<file path="config.mk">
export PLATFORM = sky130hd
export DESIGN_NAME = irq_prio_ctrl
export DESIGN_NICKNAME = d
export VERILOG_FILES = /design/src/rtl/irq_prio_pkg.sv /design/src/rtl/irq_sense.sv /design/src/rtl/irq_cfg.sv /design/src/rtl/irq_arbiter.sv /design/src/rtl/irq_prio_ctrl.sv
export SDC_FILE = /design/constraint.sdc
export NUM_CORES = 1
export LEC_CHECK = 0
export BUFFER_PORTS_ARGS = -buffer_cell sky130_fd_sc_hd__buf_2
export CORE_AREA = 2 2 50 71
export DETAILED_ROUTE_END_ITERATION = 12
export DIE_AREA = 0 0 52 73
export PLACE_DENSITY = 0.77
export SYNTH_ARGS = -nofsm -noshare
export SYNTH_HDL_FRONTEND = slang
export SYNTH_SLANG_ARGS = --single-unit
export TNS_END_PERCENT = 30
</file>
<file path="constraint.sdc">
create_clock -name clk -period 3.69 [get_ports clk]
set_input_delay 0.738 -clock clk [delete_from_list [all_inputs] [get_ports clk]]
set_output_delay 0.738 -clock clk [all_outputs]
set_load 0.01 [all_outputs]
</file>
<file path="src/rtl/irq_prio_pkg.sv">
package irq_prio_pkg;
    localparam int          NUM_MASKABLE = 15;
    localparam int          IDX_W        = 4;
    localparam int          VEC_W        = 16;
    localparam logic [IDX_W-1:0] IDX_NMI  = 4'd15;
    localparam logic [IDX_W-1:0] IDX_PIN  = 4'd0;
    localparam logic [VEC_W-1:0] VEC_NMI  = 16'hFFF4;
    localparam logic [VEC_W-1:0] VEC_PIN  = 16'hFFF2;
    localparam logic [VEC_W-1:0] VEC_BASE = 16'hFFF0;

    typedef enum logic {
        ST_IDLE  = 1'b0,
        ST_OFFER = 1'b1
    } offer_state_t;

    function automatic logic [VEC_W-1:0] vector_of(input logic [IDX_W-1:0] idx);
        if (idx == IDX_NMI)
            return VEC_NMI;
        else if (idx == IDX_PIN)
            return VEC_PIN;
        else
            return VEC_BASE - {{(VEC_W-IDX_W-1){1'b0}}, idx, 1'b0};
    endfunction
endpackage

</file>
<file path="src/rtl/irq_sense.sv">
module irq_sense #(
    parameter int SYNC_STAGES = 2
) (
    input  logic clk,
    input  logic rst_n,
    input  logic irq_n,
    input  logic xirq_n,
    input  logic edge_mode,
    input  logic pin_clr,
    output logic pin_pend,
    output logic nmi_low
);
    logic [SYNC_STAGES-1:0] pin_sync;
    logic [SYNC_STAGES-1:0] nmi_sync;
    logic                   pin_last;
    logic                   edge_flag;
    logic                   pin_lvl;
    logic                   pin_fall;

    assign pin_lvl  = pin_sync[SYNC_STAGES-1];
    assign pin_fall = pin_last & ~pin_lvl;

    always_ff @(posedge clk) begin
        if (!rst_n) begin
            pin_sync <= '1;
            nmi_sync <= '1;
            pin_last <= 1'b1;
        end else begin
            pin_sync <= {pin_sync[SYNC_STAGES-2:0], irq_n};
            nmi_sync <= {nmi_sync[SYNC_STAGES-2:0], xirq_n};
            pin_last <= pin_lvl;
        end
    end

    always_ff @(posedge clk) begin
        if (!rst_n)
            edge_flag <= 1'b0;
        else if (!edge_mode)
            edge_flag <= 1'b0;
        else if (pin_fall)
            edge_flag <= 1'b1;
        else if (pin_clr)
            edge_flag <= 1'b0;
    end

    assign pin_pend = edge_mode ? edge_flag : ~pin_lvl;
    assign nmi_low  = ~nmi_sync[SYNC_STAGES-1];


    edge_latch_chk: assert property (@(posedge clk) disable iff (!rst_n)
        (edge_mode && pin_fall) |=> edge_flag);


    level_no_latch_chk: assert property (@(posedge clk) disable iff (!rst_n)
        !edge_mode |=> !edge_flag);
endmodule

</file>
<file path="src/rtl/irq_cfg.sv">
module irq_cfg
    import irq_prio_pkg::*;
(
    input  logic             clk,
    input  logic             rst_n,
    input  logic             core_imask,
    input  logic             sense_we,
    input  logic             sense_wdata,
    input  logic             prio_we,
    input  logic [IDX_W-1:0] prio_wdata,
    input  logic             xmask_we,
    input  logic             xmask_wdata,
    output logic             edge_mode,
    output logic [IDX_W-1:0] prio_sel,
    output logic             nmi_masked
);
    always_ff @(posedge clk) begin
        if (!rst_n) begin
            edge_mode  <= 1'b0;
            prio_sel   <= IDX_PIN;
            nmi_masked <= 1'b1;
        end else begin
            if (sense_we)
                edge_mode <= sense_wdata;
            if (prio_we && core_imask)
                prio_sel <= prio_wdata;
            if (xmask_we && !xmask_wdata)
                nmi_masked <= 1'b0;
        end
    end


    nmi_mask_sticky_chk: assert property (@(posedge clk) disable iff (!rst_n)
        !$rose(nmi_masked));


    prio_locked_chk: assert property (@(posedge clk) disable iff (!rst_n)
        !core_imask |=> $stable(prio_sel));
endmodule

</file>
<file path="src/rtl/irq_arbiter.sv">
module irq_arbiter
    import irq_prio_pkg::*;
(
    input  logic [NUM_MASKABLE-1:0] mask_req,
    input  logic                    nmi_req,
    input  logic                    core_imask,
    input  logic [IDX_W-1:0]        prio_sel,
    output logic                    win_valid,
    output logic [IDX_W-1:0]        win_idx
);
    logic [NUM_MASKABLE:0] req_ext;
    logic [IDX_W-1:0]      lowest;
    logic                  any_mask;

    assign req_ext  = {1'b0, mask_req};
    assign any_mask = |mask_req;

    always_comb begin
        lowest = '0;
        for (int k = NUM_MASKABLE - 1; k >= 0; k--) begin
            if (mask_req[k])
                lowest = IDX_W'(k);
        end
    end

    always_comb begin
        win_valid = 1'b0;
        win_idx   = '0;
        if (nmi_req) begin
            win_valid = 1'b1;
            win_idx   = IDX_NMI;
        end else if (!core_imask && any_mask) begin
            win_valid = 1'b1;
            win_idx   = req_ext[prio_sel] ? prio_sel : lowest;
        end
    end
endmodule

</file>
<file path="src/rtl/irq_prio_ctrl.sv">
module irq_prio_ctrl
    import irq_prio_pkg::*;
#(
    parameter int SYNC_STAGES = 2
) (
    input  logic                    clk,
    input  logic                    rst_n,
    input  logic                    irq_n,
    input  logic                    xirq_n,
    input  logic [NUM_MASKABLE-2:0] periph_req,
    input  logic                    core_imask,
    input  logic                    sense_we,
    input  logic                    sense_wdata,
    input  logic                    prio_we,
    input  logic [IDX_W-1:0]        prio_wdata,
    input  logic                    xmask_we,
    input  logic                    xmask_wdata,
    input  logic                    int_ack,
    output logic                    int_take,
    output logic [IDX_W-1:0]        int_idx,
    output logic [VEC_W-1:0]        int_vector
);
    offer_state_t     state_q;
    logic [IDX_W-1:0] idx_q;
    logic [VEC_W-1:0] vec_q;
    logic             edge_mode;
    logic [IDX_W-1:0] prio_sel;
    logic             nmi_masked;
    logic             pin_pend;
    logic             nmi_low;
    logic             nmi_req;
    logic             pin_clr;
    logic             win_valid;
    logic [IDX_W-1:0] win_idx;

    irq_cfg u_cfg (
        .clk         (clk),
        .rst_n       (rst_n),
        .core_imask  (core_imask),
        .sense_we    (sense_we),
        .sense_wdata (sense_wdata),
        .prio_we     (prio_we),
        .prio_wdata  (prio_wdata),
        .xmask_we    (xmask_we),
        .xmask_wdata (xmask_wdata),
        .edge_mode   (edge_mode),
        .prio_sel    (prio_sel),
        .nmi_masked  (nmi_masked)
    );

    irq_sense #(.SYNC_STAGES(SYNC_STAGES)) u_sense (
        .clk       (clk),
        .rst_n     (rst_n),
        .irq_n     (irq_n),
        .xirq_n    (xirq_n),
        .edge_mode (edge_mode),
        .pin_clr   (pin_clr),
        .pin_pend  (pin_pend),
        .nmi_low   (nmi_low)
    );

    assign nmi_req = nmi_low & ~nmi_masked;

    irq_arbiter u_arb (
        .mask_req   ({periph_req, pin_pend}),
        .nmi_req    (nmi_req),
        .core_imask (core_imask),
        .prio_sel   (prio_sel),
        .win_valid  (win_valid),
        .win_idx    (win_idx)
    );

    // State register
    always_ff @(posedge clk) begin
        if (!rst_n) begin
            state_q <= ST_IDLE;
        end else begin
            unique case (state_q)
                ST_IDLE:  if (win_valid) state_q <= ST_OFFER;
                ST_OFFER: if (int_ack)   state_q <= ST_IDLE;
                default:                 state_q <= ST_IDLE;
            endcase
        end
    end

    // Offer contents, captured on the grant transition
    always_ff @(posedge clk) begin
        if (!rst_n) begin
            idx_q <= '0;
            vec_q <= '0;
        end else if (state_q == ST_IDLE && win_valid) begin
            idx_q <= win_idx;
            vec_q <= vector_of(win_idx);
        end
    end

    assign pin_clr    = (state_q == ST_OFFER) && int_ack && (idx_q == IDX_PIN);
    assign int_take   = (state_q == ST_OFFER);
    assign int_idx    = idx_q;
    assign int_vector = vec_q;


    offer_hold_chk: assert property (@(posedge clk) disable iff (!rst_n)
        (int_take && !int_ack) |=> (int_take && $stable(int_idx) && $stable(int_vector)));


    ack_release_chk: assert property (@(posedge clk) disable iff (!rst_n)
        (int_take && int_ack) |=> !int_take);


    mask_respected_chk: assert property (@(posedge clk) disable iff (!rst_n)
        ($rose(int_take) && int_idx != IDX_NMI) |-> !$past(core_imask));


    nmi_wins_chk: assert property (@(posedge clk) disable iff (!rst_n)
        ($rose(int_take) && $past(nmi_req)) |-> int_idx == IDX_NMI);


    pin_vector_chk: assert property (@(posedge clk) disable iff (!rst_n)
        (int_take && int_idx == IDX_PIN) |-> int_vector == VEC_PIN);
endmodule

</file>
* After elaboration in Yosys (flattened, before gate mapping)
Cells that the tools add are included.
** Storage, ports and cells
- Flip-flop bits (word level) :: 33
- Bits of input ports :: 29
- Output and inout bits :: 21
- Logic and storage cells :: 62
** Cells by class
- Add/subtract/negate cells :: 1
- $lt $le $gt $ge :: 1
- Eq/ne operators :: 1
- Multiplexer cells :: 30
- Bitwise logic cells :: 6
- Reduce and logical (&&, ||, !) cells :: 13
** Operators by type and width (count)
- $mux 4 :: 18
- $mux 16 :: 2
- $reduce_or 15->1 :: 1
- $logic_not 4->1 :: 2
- $mux 1 :: 8
- $sub 5x6->7 const A :: 1
- $logic_and 1x1->1 :: 6
- $lt 4x5->1 const B :: 1
- $bmux 1 s4 :: 1
- $eq 4x4->1 const B :: 1
- $not 1->1 :: 4
- $and 1x1->1 :: 2
- $logic_not 1->1 :: 2
- $pmux 1 s2 :: 1
- $reduce_and 2->1 :: 1
- $reduce_bool 2->1 :: 1

* Depth between registers and ports, before layout
Gate-level depths: netlist of the first run.
- Word-level depth :: 21
- Mapped depth :: 13
- Gate-level depth less buffers :: 11

* By module
From an unflattened synthesis of the first run, not the netlist that was laid out.
** Unflattened totals
- Cell total of the unflattened synthesis :: 157
- Area, all modules :: 1481.4 um^2
** Modules (own cells, without submodules)
- irq_prio_ctrl :: instances 1, cells an instance 66, area an instance 650.6 um^2, sequential area each 220.2 um^2
- irq_arbiter :: instances 1, cells an instance 48, area an instance 394.1 um^2, sequential area each 0.0 um^2
- irq_cfg :: instances 1, cells an instance 25, area an instance 240.2 um^2, sequential area each 120.1 um^2
- irq_sense :: instances 1, cells an instance 18, area an instance 196.4 um^2, sequential area each 120.1 um^2

* Worst setup path before layout of the first run
Ideal clock, no wire load.
- Path kind :: input -> register
- From :: in periph_req[2]
- To :: reg vec_q[4] (netlist: int_vector[4])
- Data arrival time :: 2704 ps
- Required time :: 3570 ps
- Path slack :: 865 ps
- Cell stages on the path :: 10
- Path buffers :: 0
- Path through :: mux2i_1 > mux2_2 > a2111oi_4 > o211a_1 > a31oi_1 > and2_1 > ha_1 > a2111o_1 > a21boi_0 > o31ai_1
** On the way
- Cells in the longest elaborated chain, start to end :: 10
** RTL lines
- from (decl) :: RTL line irq_prio_ctrl.sv:10 : input logic [NUM_MASKABLE-2:0] periph_req,
- parallel branches: the longest is 10 deep, another holds $sub 5x6->7
- to (signal assigned) :: RTL line irq_prio_ctrl.sv:93 : vec_q <= vector_of(win_idx);
- to (decl) :: RTL line irq_prio_ctrl.sv:25 : logic [VEC_W-1:0] vec_q;
Parallel ways; which one is timed is not known. The select of a mux whose other input is x is not followed.
A chain may end at the register's enable or synchronous reset.

* Worst setup path after layout of the first run
- From :: reg u_cfg.edge_mode
- To :: reg vec_q[4] (netlist: int_vector[4])
** On the way
- Cells in the longest elaborated chain, start to end :: 9
** RTL lines
- from (decl) :: RTL line irq_cfg.sv:13 : output logic edge_mode,
- from (signal assigned) :: RTL line irq_cfg.sv:24 : edge_mode <= sense_wdata;
- $mux 1 (*) :: RTL line irq_sense.sv:46 : assign pin_pend = edge_mode ? edge_flag : ~pin_lvl;
- $bmux 1 s4 :: RTL line irq_arbiter.sv:34 : win_idx = req_ext[prio_sel] ? prio_sel : lowest;
- $mux 1 (implied by the code) :: RTL line irq_arbiter.sv:34
- $mux 4 :: RTL line irq_arbiter.sv:34
- $mux 4 :: RTL line irq_arbiter.sv:32 : end else if (!core_imask && any_mask) begin
- $mux 4 :: RTL line irq_arbiter.sv:29 : if (nmi_req) begin
- $sub 5x6->7 or $logic_not 4->1 (tied branches) :: RTL line irq_prio_pkg.sv:22, irq_prio_pkg.sv:19
- $mux 16 :: RTL line irq_prio_pkg.sv:19 : else if (idx == IDX_PIN)
- $mux 16 :: RTL line irq_prio_pkg.sv:17 : if (idx == IDX_NMI)
Mark *: on every way between the ends. The rest lies on a longest branch, timed or not. The select of a mux whose other input is x is not followed.

==> impl_results.rst, run 1 <==
.. list-table::
   :header-rows: 1

   * - Metric
     - Value
   * - Most used flip-flop cell after synthesis
     - sky130_fd_sc_hd__dfxtp_1
   * - Switching Share
     - 0.3095
   * - Unrepaired setup endpoints after global routing
     - false
   * - # diodes
     - 0
   * - Leading cell types in the layout, fill and taps excluded
     - sky130_fd_sc_hd__buf_2, sky130_fd_sc_hd__dfxtp_1, sky130_fd_sc_hd__nor2_1
   * - Post-synth top area share
     - 0.2982
   * - Adder-Cell Fraction of Synth Area
     - 0.01621
   * - Number of hold violations in the final report
     - 0
   * - H-tree lvl count
     - 1
   * - Number of buffer and inverter stages on the critical path
     - 0
   * - Crit path required time
     - 3850 ps
   * - Number of clock sinks
     - 23
   * - Largest net degree at the start of global routing
     - 17
   * - Net switching power figure
     - between 150 and 200 uW
   * - Clock tree from TritonCTS
     - built
   * - Remaining number of nets flagged by the antenna check after routing
     - 0
   * - Syn-to-layout area delta
     - 14.34%
   * - Area of the multi-input gates
     - 934.6 um2
   * - Starting density of the core
     - 0.4792
   * - Worst Hold Margin
     - about 420 ps
   * - Combinational family with the most area after synthesis
     - compound AO/OA/AOI/OAI gates
   * - Syn nets
     - 220
   * - Proportion of layout cells with a drive suffix above 1
     - 0.2825
   * - Overall via count from detail_route
     - between 1,000 and 1,500
   * - Clock Pin Slew Worst Setup and Hold Paths
     - 80 ps
   * - Synthesis Warnings
     - 0
   * - Final instance count without filler cells
     - ~260
   * - Max FO, Critical Path
     - 7
   * - First-pass detailed-route iteration total
     - 4
   * - Sequential element share of the synthesized area
     - 0.2982
   * - Number of cells in the design after placement
     - about 260
   * - Filler cells
     - between 300 and 400
   * - Synthesized-area fraction occupied by ao, oa, aoi and oai cells
     - 0.2853
   * - Post-cts gate resize count
     - 0
   * - Final clock skew
     - around 3.6 ps
   * - Worst IR drop on VDD
     - 0.3319 mV
   * - Most common cell after layout, fill and taps aside
     - sky130_fd_sc_hd__buf_2
   * - Ranking of synthesized cells by area
     - sky130_fd_sc_hd__dfxtp_1, sky130_fd_sc_hd__buf_4, sky130_fd_sc_hd__nor2_1
   * - Number of global-route vias before repair
     - 1,391
   * - Vias per std cell
     - between 5 and 6
   * - Dominant delay contributor by cell family on the critical path
     - compound AO/OA/AOI/OAI gates
   * - Max_slew headroom
     - 0.2917
   * - Sequential share of power
     - 0.475
   * - Share of flip-flops with an asynchronous set or reset
     - 0
   * - Cell Rows
     - 25
   * - Mux contribution to synthesized area
     - 0.03971
   * - Die Y
     - around 73 um
   * - Number of antenna violations at the first check in global routing
     - 0
   * - Max-slew violation total from the final report
     - 0
   * - Drt first-iter violations
     - 24
   * - Cell breakdown of the critical path
     - and2b_2, o41a_1, a2111oi_4, o211a_1, a31oi_1, and2_1, ha_1, a2111o_1, a21boi_0, o31ai_1
   * - Total Routing Usage GR
     - 0.1921
   * - Core ar.
     - roughly 3200 um2
   * - XOR/XNOR share of the synthesized area
     - 0
   * - Static Leakage
     - ~0.00077 uW
   * - GR Overflow Total
     - 0
   * - Largest buffer count on any clock path
     - 2
   * - Detailed-placement wirelength estimate
     - 2.726 mm
   * - Layout Nets
     - around 260
   * - Hold buffer count at CTS
     - 0
   * - Final total power
     - ~600 uW
   * - Final sum of negative setup slack
     - 0 ps
   * - Die area
     - roughly 3800 um2
   * - Detail-routed net length per standard cell
     - between 10 and 15 um
   * - Number of buffers added on ports
     - 48
   * - Power density over the cells
     - 336.2 nW/um2
   * - Critical path launch point type
     - flip-flop
   * - Highest-delay cell along the critical path
     - sky130_fd_sc_hd__a2111oi_4
   * - Min-Delay Path Class
     - flip-flop to flip-flop
   * - Cell taking the most area after synthesis
     - sky130_fd_sc_hd__dfxtp_1
   * - Final routed DRC violation total
     - 0
   * - Post-synthesis instance area
     - 1544 um2
   * - Width of the chip
     - 52 um
   * - Detailed-route wire length
     - approximately 3.5 mm
   * - Final Setup Violations
     - 0
   * - Clock period minus worst slack
     - 2963 ps
   * - Root buffer selected by CTS
     - sky130_fd_sc_hd__clkbuf_8
   * - Routability congestion estimate from global placement
     - just over 0.9
   * - Synthesized instance count
     - between 150 and 200
   * - Wire length of the first global-routing pass
     - between 5 and 6 mm
   * - Top-Level Pins
     - 50
   * - Average cell area after synthesis
     - roughly 8.2 um2
   * - Insertion delay of the later-clocked pin in the worst-skew pair
     - roughly 270 ps
   * - Startpoint-to-endpoint class of the critical path
     - flip-flop to flip-flop
   * - Count of unique library cells instantiated by Yosys
     - 54
   * - Area fraction in and, or, nand and nor cells after synthesis
     - 0.2618
   * - Count of flip-flops with a built-in enable after synthesis
     - 0
   * - Clk pwr share
     - 0.262
   * - Final clock period utilization by the worst path
     - 0.8029
   * - Maximum clock frequency
     - 0.3375 GHz
   * - Flip-flop and latch area
     - 460.4 um2
   * - Slew at the pin with the worst max-slew slack
     - 1062 ps
   * - Status
     - completed
   * - Post-CTS setup buffers
     - 0
   * - Endpoint type of the worst setup path
     - flip-flop
   * - Max cap viols
     - 0
   * - Flops & latches, synth
     - 23
   * - Crit path DAT
     - between 3000 and 4000 ps
   * - Int Pwr
     - 409.8 uW
   * - CTS buffer count
     - 3
   * - Fraction of power consumed by combinational cells
     - 0.263
   * - Largest stage delay on the critical path
     - between 500 and 600 ps
[kinds of logic (layout without fill, tap and decap cells)]
group           Yosys count  count (layout)
fa+ha+maj                 2               2
compound gates           53              53
simple gates             77              77
buf+inv                  27              61
other cells               1               1
mux                       6               6
flops                    23              23
[routing by layer]
metal	part of all wire	GRT usage
met1	0.43	0.2222
met2	0.51	0.3446
met3	0.039	0.03279
met4	0.021	0.07018
met5	0	0
[metrics by stage]
stage | setup WS [ps] | utilization | cell area [um2]
after floorplan | 865.3 | - | 1544
after global placement | 577.8 | 0.5336 | 1719
after detailed placement | 526.1 | 0.5336 | 1719
after CTS | 707.8 | 0.5480 | 1765
after global routing | 476.3 | 0.5480 | 1765
final | 727.4 | 0.5480 | 1765
[flip-flops by register name (all words and copies together) (netlist names)]
name and flops:
u_cfg.prio_sel 4, u_cfg.edge_mode 1, u_sense.edge_flag 1, int_vector 6, u_cfg.nmi_masked 1, u_sense.nmi_sync 2
u_sense.pin_sync 2, int_idx 4, int_take 1, u_sense.pin_last 1
[worst register-to-register path: stages (launching register included)]
cell	delay [ps]
sky130_fd_sc_hd__dfxtp_1	370
sky130_fd_sc_hd__and2b_2	250
sky130_fd_sc_hd__o41a_1	370
sky130_fd_sc_hd__a2111oi_4	540
sky130_fd_sc_hd__o211a_1	230
sky130_fd_sc_hd__a31oi_1	50
sky130_fd_sc_hd__and2_1	240
sky130_fd_sc_hd__ha_1	240
sky130_fd_sc_hd__a2111o_1	290
sky130_fd_sc_hd__a21boi_0	190
sky130_fd_sc_hd__o31ai_1	90
[power by group through the flow]
stage	clock (uW)	combinational (uW)	sequential (uW)
3_5_place_dp	0	156	288
2_1_floorplan	0	111	288
4_1_cts	159	156	282
6_report	155	156	282
5_1_grt	170	174	285
3_3_place_gp	0	154	288
[area by class of cell]
cell class              count  area share
clock inverters             1    0.002835
repair buffers             48      0.1361
clock buffers               3     0.02339
inverters                   9     0.01914
multi-input cells         139      0.5294
well taps                  40     0.02835
flip-flops and latches     23      0.2608
[synthesized netlist by cell type, types with 2 or more instances]
cell	count
sky130_fd_sc_hd__and2b_2	2
sky130_fd_sc_hd__mux2i_1	5
sky130_fd_sc_hd__a21o_1	2
sky130_fd_sc_hd__dfxtp_1	23
sky130_fd_sc_hd__clkbuf_1	4
sky130_fd_sc_hd__o211a_1	3
sky130_fd_sc_hd__nand3b_1	3
sky130_fd_sc_hd__buf_2	2
sky130_fd_sc_hd__and2_1	2
sky130_fd_sc_hd__a21oi_1	9
sky130_fd_sc_hd__inv_1	9
sky130_fd_sc_hd__buf_4	10
sky130_fd_sc_hd__nor4_1	2
sky130_fd_sc_hd__a311oi_1	2
sky130_fd_sc_hd__or2_2	2
sky130_fd_sc_hd__o211ai_1	2
sky130_fd_sc_hd__nand2_1	17
sky130_fd_sc_hd__nand2b_1	8
sky130_fd_sc_hd__a211oi_1	5
sky130_fd_sc_hd__a2111o_1	2
sky130_fd_sc_hd__o21ai_0	8
sky130_fd_sc_hd__nor2_1	18
sky130_fd_sc_hd__a31oi_1	4
sky130_fd_sc_hd__nor3_1	3
sky130_fd_sc_hd__nand3_1	7
sky130_fd_sc_hd__ha_1	2
sky130_fd_sc_hd__or4_1	3
sky130_fd_sc_hd__nor2b_1	4
[final timing paths]
check	startpoint	slack [ps]	to	cells after the start
worst max-delay path	u_cfg.edge_mode$_SDFFE_PN0P_	730	int_vector[4]$_SDFFE_PN0P_	10
worst min-delay path	u_sense.nmi_sync[0]$_SDFF_PN1_	420	u_sense.nmi_sync[1]$_SDFF_PN1_	1
worst max register to register	u_cfg.edge_mode$_SDFFE_PN0P_	730	int_vector[4]$_SDFFE_PN0P_	10
worst min register to register	u_sense.nmi_sync[0]$_SDFF_PN1_	420	u_sense.nmi_sync[1]$_SDFF_PN1_	1
Note: power is estimated with default switching activity, not from simulation.
==> run 2: changes to the inputs <==
--- a/config.mk
+++ b/config.mk
@@ -5,11 +5,12 @@
 export SDC_FILE = /design/constraint.sdc
 export NUM_CORES = 1
 export LEC_CHECK = 0
+export ABC_AREA = 1
 export BUFFER_PORTS_ARGS = -buffer_cell sky130_fd_sc_hd__buf_2
-export CORE_AREA = 2 2 50 71
+export CORE_AREA = 2 2 52 74
 export DETAILED_ROUTE_END_ITERATION = 12
-export DIE_AREA = 0 0 52 73
-export PLACE_DENSITY = 0.77
+export DIE_AREA = 0 0 54 76
+export PLACE_DENSITY = 0.73
 export SYNTH_ARGS = -nofsm -noshare
 export SYNTH_HDL_FRONTEND = slang
 export SYNTH_SLANG_ARGS = --single-unit
==> constraint.sdc (replaced) <==
create_clock -name clk -period 2.6 [get_ports clk]
set_input_delay 0.52 -clock clk [delete_from_list [all_inputs] [get_ports clk]]
set_output_delay 0.52 -clock clk [all_outputs]
set_load 0.01 [all_outputs]
==> impl_results.rst, run 2 <==
.. list-table::
   :header-rows: 1

   * - Metric
     - Value
   * - Largest register FFs
     - 6
   * - Largest buffer count on any clock path
     - 2
   * - Die area
     - between 4000 and 5000 um2
   * - Most used flip-flop cell after synthesis
     - sky130_fd_sc_hd__dfxtp_1
   * - Largest net degree at the start of global routing
     - 17
   * - Detail-routed net length per standard cell
     - approximately 10 um
   * - Crit path required time
     - between 2000 and 3000 ps
   * - Int Pwr
     - around 590 uW
   * - Clock tree from TritonCTS
     - built
   * - Synthesis Warnings
     - 0
   * - Overall via count from detail_route
     - roughly 1,400
   * - Area of the multi-input gates
     - between 700 and 800 um2
   * - Most instantiated cells after synthesis
     - sky130_fd_sc_hd__nand2_1, sky130_fd_sc_hd__inv_1, sky130_fd_sc_hd__dfxtp_1, sky130_fd_sc_hd__nor2_1, sky130_fd_sc_hd__nand3_1
   * - Total Routing Usage GR
     - 0.1607
   * - Number of clock sinks
     - 23
   * - Filler cells
     - just under 400
   * - Max cap viols
     - 0
   * - Insertion delay of the later-clocked pin in the worst-skew pair
     - around 260 ps
   * - Post-synth top area share
     - 0.3090
   * - Min-Delay Path Class
     - flip-flop to flip-flop
   * - Detailed-placement wirelength estimate
     - 2.414 mm
   * - Count of unique library cells instantiated by Yosys
     - 34
   * - Worst reg2reg path startpoint
     - u_cfg.prio_sel[0]$_SDFFE_PN0P_
   * - Sequential element share of the synthesized area
     - 0.3090
   * - Leading cell types in the layout, fill and taps excluded
     - sky130_fd_sc_hd__buf_2, sky130_fd_sc_hd__nand2_1, sky130_fd_sc_hd__inv_1
   * - Placed cell areas
     - about 1700 um2
   * - Width of the chip
     - about 54 um
   * - Crit path DAT
     - around 2300 ps
   * - Count of flip-flops with a built-in enable after synthesis
     - 0
   * - Layout Nets
     - about 290
   * - Fraction of power consumed by combinational cells
     - 0.293
   * - Met1 usage in global routing
     - 0.1640
   * - Post-synthesis instance area
     - roughly 1500 um2
   * - Syn nets
     - 248
   * - Met2 track demand over resource
     - 0.3037
   * - Final routed DRC violation total
     - 0
   * - Syn-to-layout area delta
     - 15.95%
   * - Critical path launch point type
     - primary input
   * - Worst IR drop on VDD
     - around 0.34 mV
   * - Number of buffers added on ports
     - between 40 and 50
   * - Busiest metal layer after global routing
     - met2
   * - Final cell area excluding filler cells
     - between 1500 and 2000 um2
   * - Endpoint type of the worst setup path
     - flip-flop
   * - Number of antenna violations at the first check in global routing
     - 0
   * - Clock Pin Slew Worst Setup and Hold Paths
     - about 80 ps
   * - Post-CTS setup buffers
     - 0
   * - Root buffer selected by CTS
     - sky130_fd_sc_hd__clkbuf_8
   * - Max FO, Critical Path
     - 5
   * - Proportion of layout cells with a drive suffix above 1
     - 0.3035
   * - Cell taking the most area after synthesis
     - sky130_fd_sc_hd__dfxtp_1
   * - Synthesized instance count
     - about 220
   * - Vias per std cell
     - ~4.8
   * - Starting density of the core
     - 0.4241
   * - Share of flip-flops with an asynchronous set or reset
     - 0
   * - Status
     - completed
   * - Static Leakage
     - between 0.0009 and 0.001 uW
   * - Cell Rows
     - 26
   * - Ranking of synthesized cells by area
     - sky130_fd_sc_hd__dfxtp_1, sky130_fd_sc_hd__nand2_1, sky130_fd_sc_hd__inv_1
   * - Startpoint-to-endpoint class of the critical path
     - primary input to flip-flop
   * - Power density over the cells
     - roughly 500 nW/um2
   * - Post-cts gate resize count
     - 0
   * - Final sum of negative setup slack
     - 0 ps
   * - Final Setup Violations
     - 0
   * - Switching Share
     - 0.3229
   * - CTS buffer count
     - 3
   * - Unrepaired setup endpoints after global routing
     - false
   * - Crit path from
     - periph_req[12]
   * - Maximum clock frequency
     - 0.4601 GHz
   * - Net switching power figure
     - between 200 and 300 uW
   * - Most common cell after layout, fill and taps aside
     - sky130_fd_sc_hd__buf_2
   * - Hold Path Origin
     - u_sense.nmi_sync[0]$_SDFF_PN1_
   * - Number of hold violations in the final report
     - 0
   * - Library cell with the highest instance count after synthesis
     - sky130_fd_sc_hd__nand2_1
   * - Final clock skew
     - approximately 1.9 ps
   * - Number of global-route vias before repair
     - roughly 1,300
   * - Hold buffer count at CTS
     - 0
   * - First-pass detailed-route iteration total
     - 4
   * - Clk pwr share
     - 0.252
   * - Core ar.
     - 3513 um2
   * - Sequential share of power
     - 0.455
   * - Detailed-route wire length
     - between 3 and 4 mm
   * - Routability congestion estimate from global placement
     - roughly 0.86
   * - Flops & latches, synth
     - 23
   * - GR Overflow Total
     - 0
   * - Top-Level Pins
     - 50
   * - H-tree lvl count
     - 1
   * - Flip-flop and latch area
     - about 460 um2
   * - Met3 Resource Use GR
     - 0.01961
   * - Final clock period utilization by the worst path
     - 0.8359
   * - # diodes
     - 0
   * - Remaining number of nets flagged by the antenna check after routing
     - 0
   * - Average cell area after synthesis
     - 6.867 um2
   * - Die Y
     - ~76 um
   * - Drt first-iter violations
     - 33
   * - Wire length of the first global-routing pass
     - about 5.1 mm
   * - Clock period minus worst slack
     - ~2200 ps
   * - Max-slew violation total from the final report
     - 0
-- run 2: cell types whose count changed in the layout (fill, tap and decap cells not counted), sizes merged, moves of 5 or more --
cell and change:
nand3 +13, o21ai +9, a21oi +6, nand2 +31
nor2 +6, a211oi -5, inv +26, mux2i -5
nand2b -8
-- run 2: cells by family (layout without fill, tap and decap cells) --
kind of cell	after synthesis	after routing	share of synthesized area
and+or+nand+nor	100	100	0.3350
buffers and inverters	50	90	0.1704
AOI/OAI and AO/OA	40	40	0.1604
DFF	23	23	0.3090
adders and majority gates	2	2	0.01679
other	1	1	0.002516
xor gates and xnor gates	1	1	0.005878
-- run 2: routing by layer --
metal / part of all wire / up-vias
met5: 0 / -
met3: 0.060 / 5
li1: - / 758
met2: 0.50 / 46
met4: 0.019 / 0
met1: 0.42 / 618
-- run 2: stage by stage --
stage | util | std cells | hold WS [ps] | worst slack, ps | total power (uW)
final | 0.4918 | 299 | 417.9 | 426.6 | 865.9
after detailed placement | 0.4786 | 295 | 399.9 | 169.1 | 654.5
after CTS | 0.4918 | 299 | 419.8 | 425.8 | 874.1
after floorplan | - | 217 | 392.5 | 401.9 | 594.3
after global routing | 0.4918 | 299 | 427.1 | 60.79 | 925.8
after global placement | 0.4786 | 295 | 393.9 | 192.3 | 652.9
-- run 2: path summary, 6_finish.rpt --
kind	endpoint	slack, ps	cells after the start
max	int_vector[4]$_SDFFE_PN0P_	430	14
min reg2reg	u_sense.nmi_sync[1]$_SDFF_PN1_	420	1
min	u_sense.nmi_sync[1]$_SDFF_PN1_	420	1
max reg2reg	int_vector[4]$_SDFFE_PN0P_	450	18
-- run 2: layout make-up --
class                           count  area share
Clock buffer                        3     0.02390
Clock inverter                      1    0.002896
Inverter                           36     0.07965
Multi-Input combinational cell    144      0.4489
Sequential cell                    23      0.2665
Tap cell                           42     0.03041
Timing Repair Buffer               50      0.1477
-- run 2: critical path, stage by stage --
cell and delay, ps:
sky130_fd_sc_hd__buf_2 110, sky130_fd_sc_hd__or2_1 270, sky130_fd_sc_hd__nor3_4 210, sky130_fd_sc_hd__a21oi_2 110, sky130_fd_sc_hd__or2_4 270, sky130_fd_sc_hd__nand2_1 160
sky130_fd_sc_hd__inv_1 60, sky130_fd_sc_hd__ha_1 220, sky130_fd_sc_hd__nand3_2 80, sky130_fd_sc_hd__nand2_2 60, sky130_fd_sc_hd__nor2_1 80, sky130_fd_sc_hd__nand2_1 50
sky130_fd_sc_hd__nor2_1 80, sky130_fd_sc_hd__nor2_1 40
-- run 2: power groups by stage --
stage               Combinational (uW)  Clock [uW]  Sequential, uW
floorplan                          185           0             409
finish                             253         219             394
CTS                                254         225             394
detailed placement                 252           0             403
global route                       287         241             398
global placement                   251           0             402
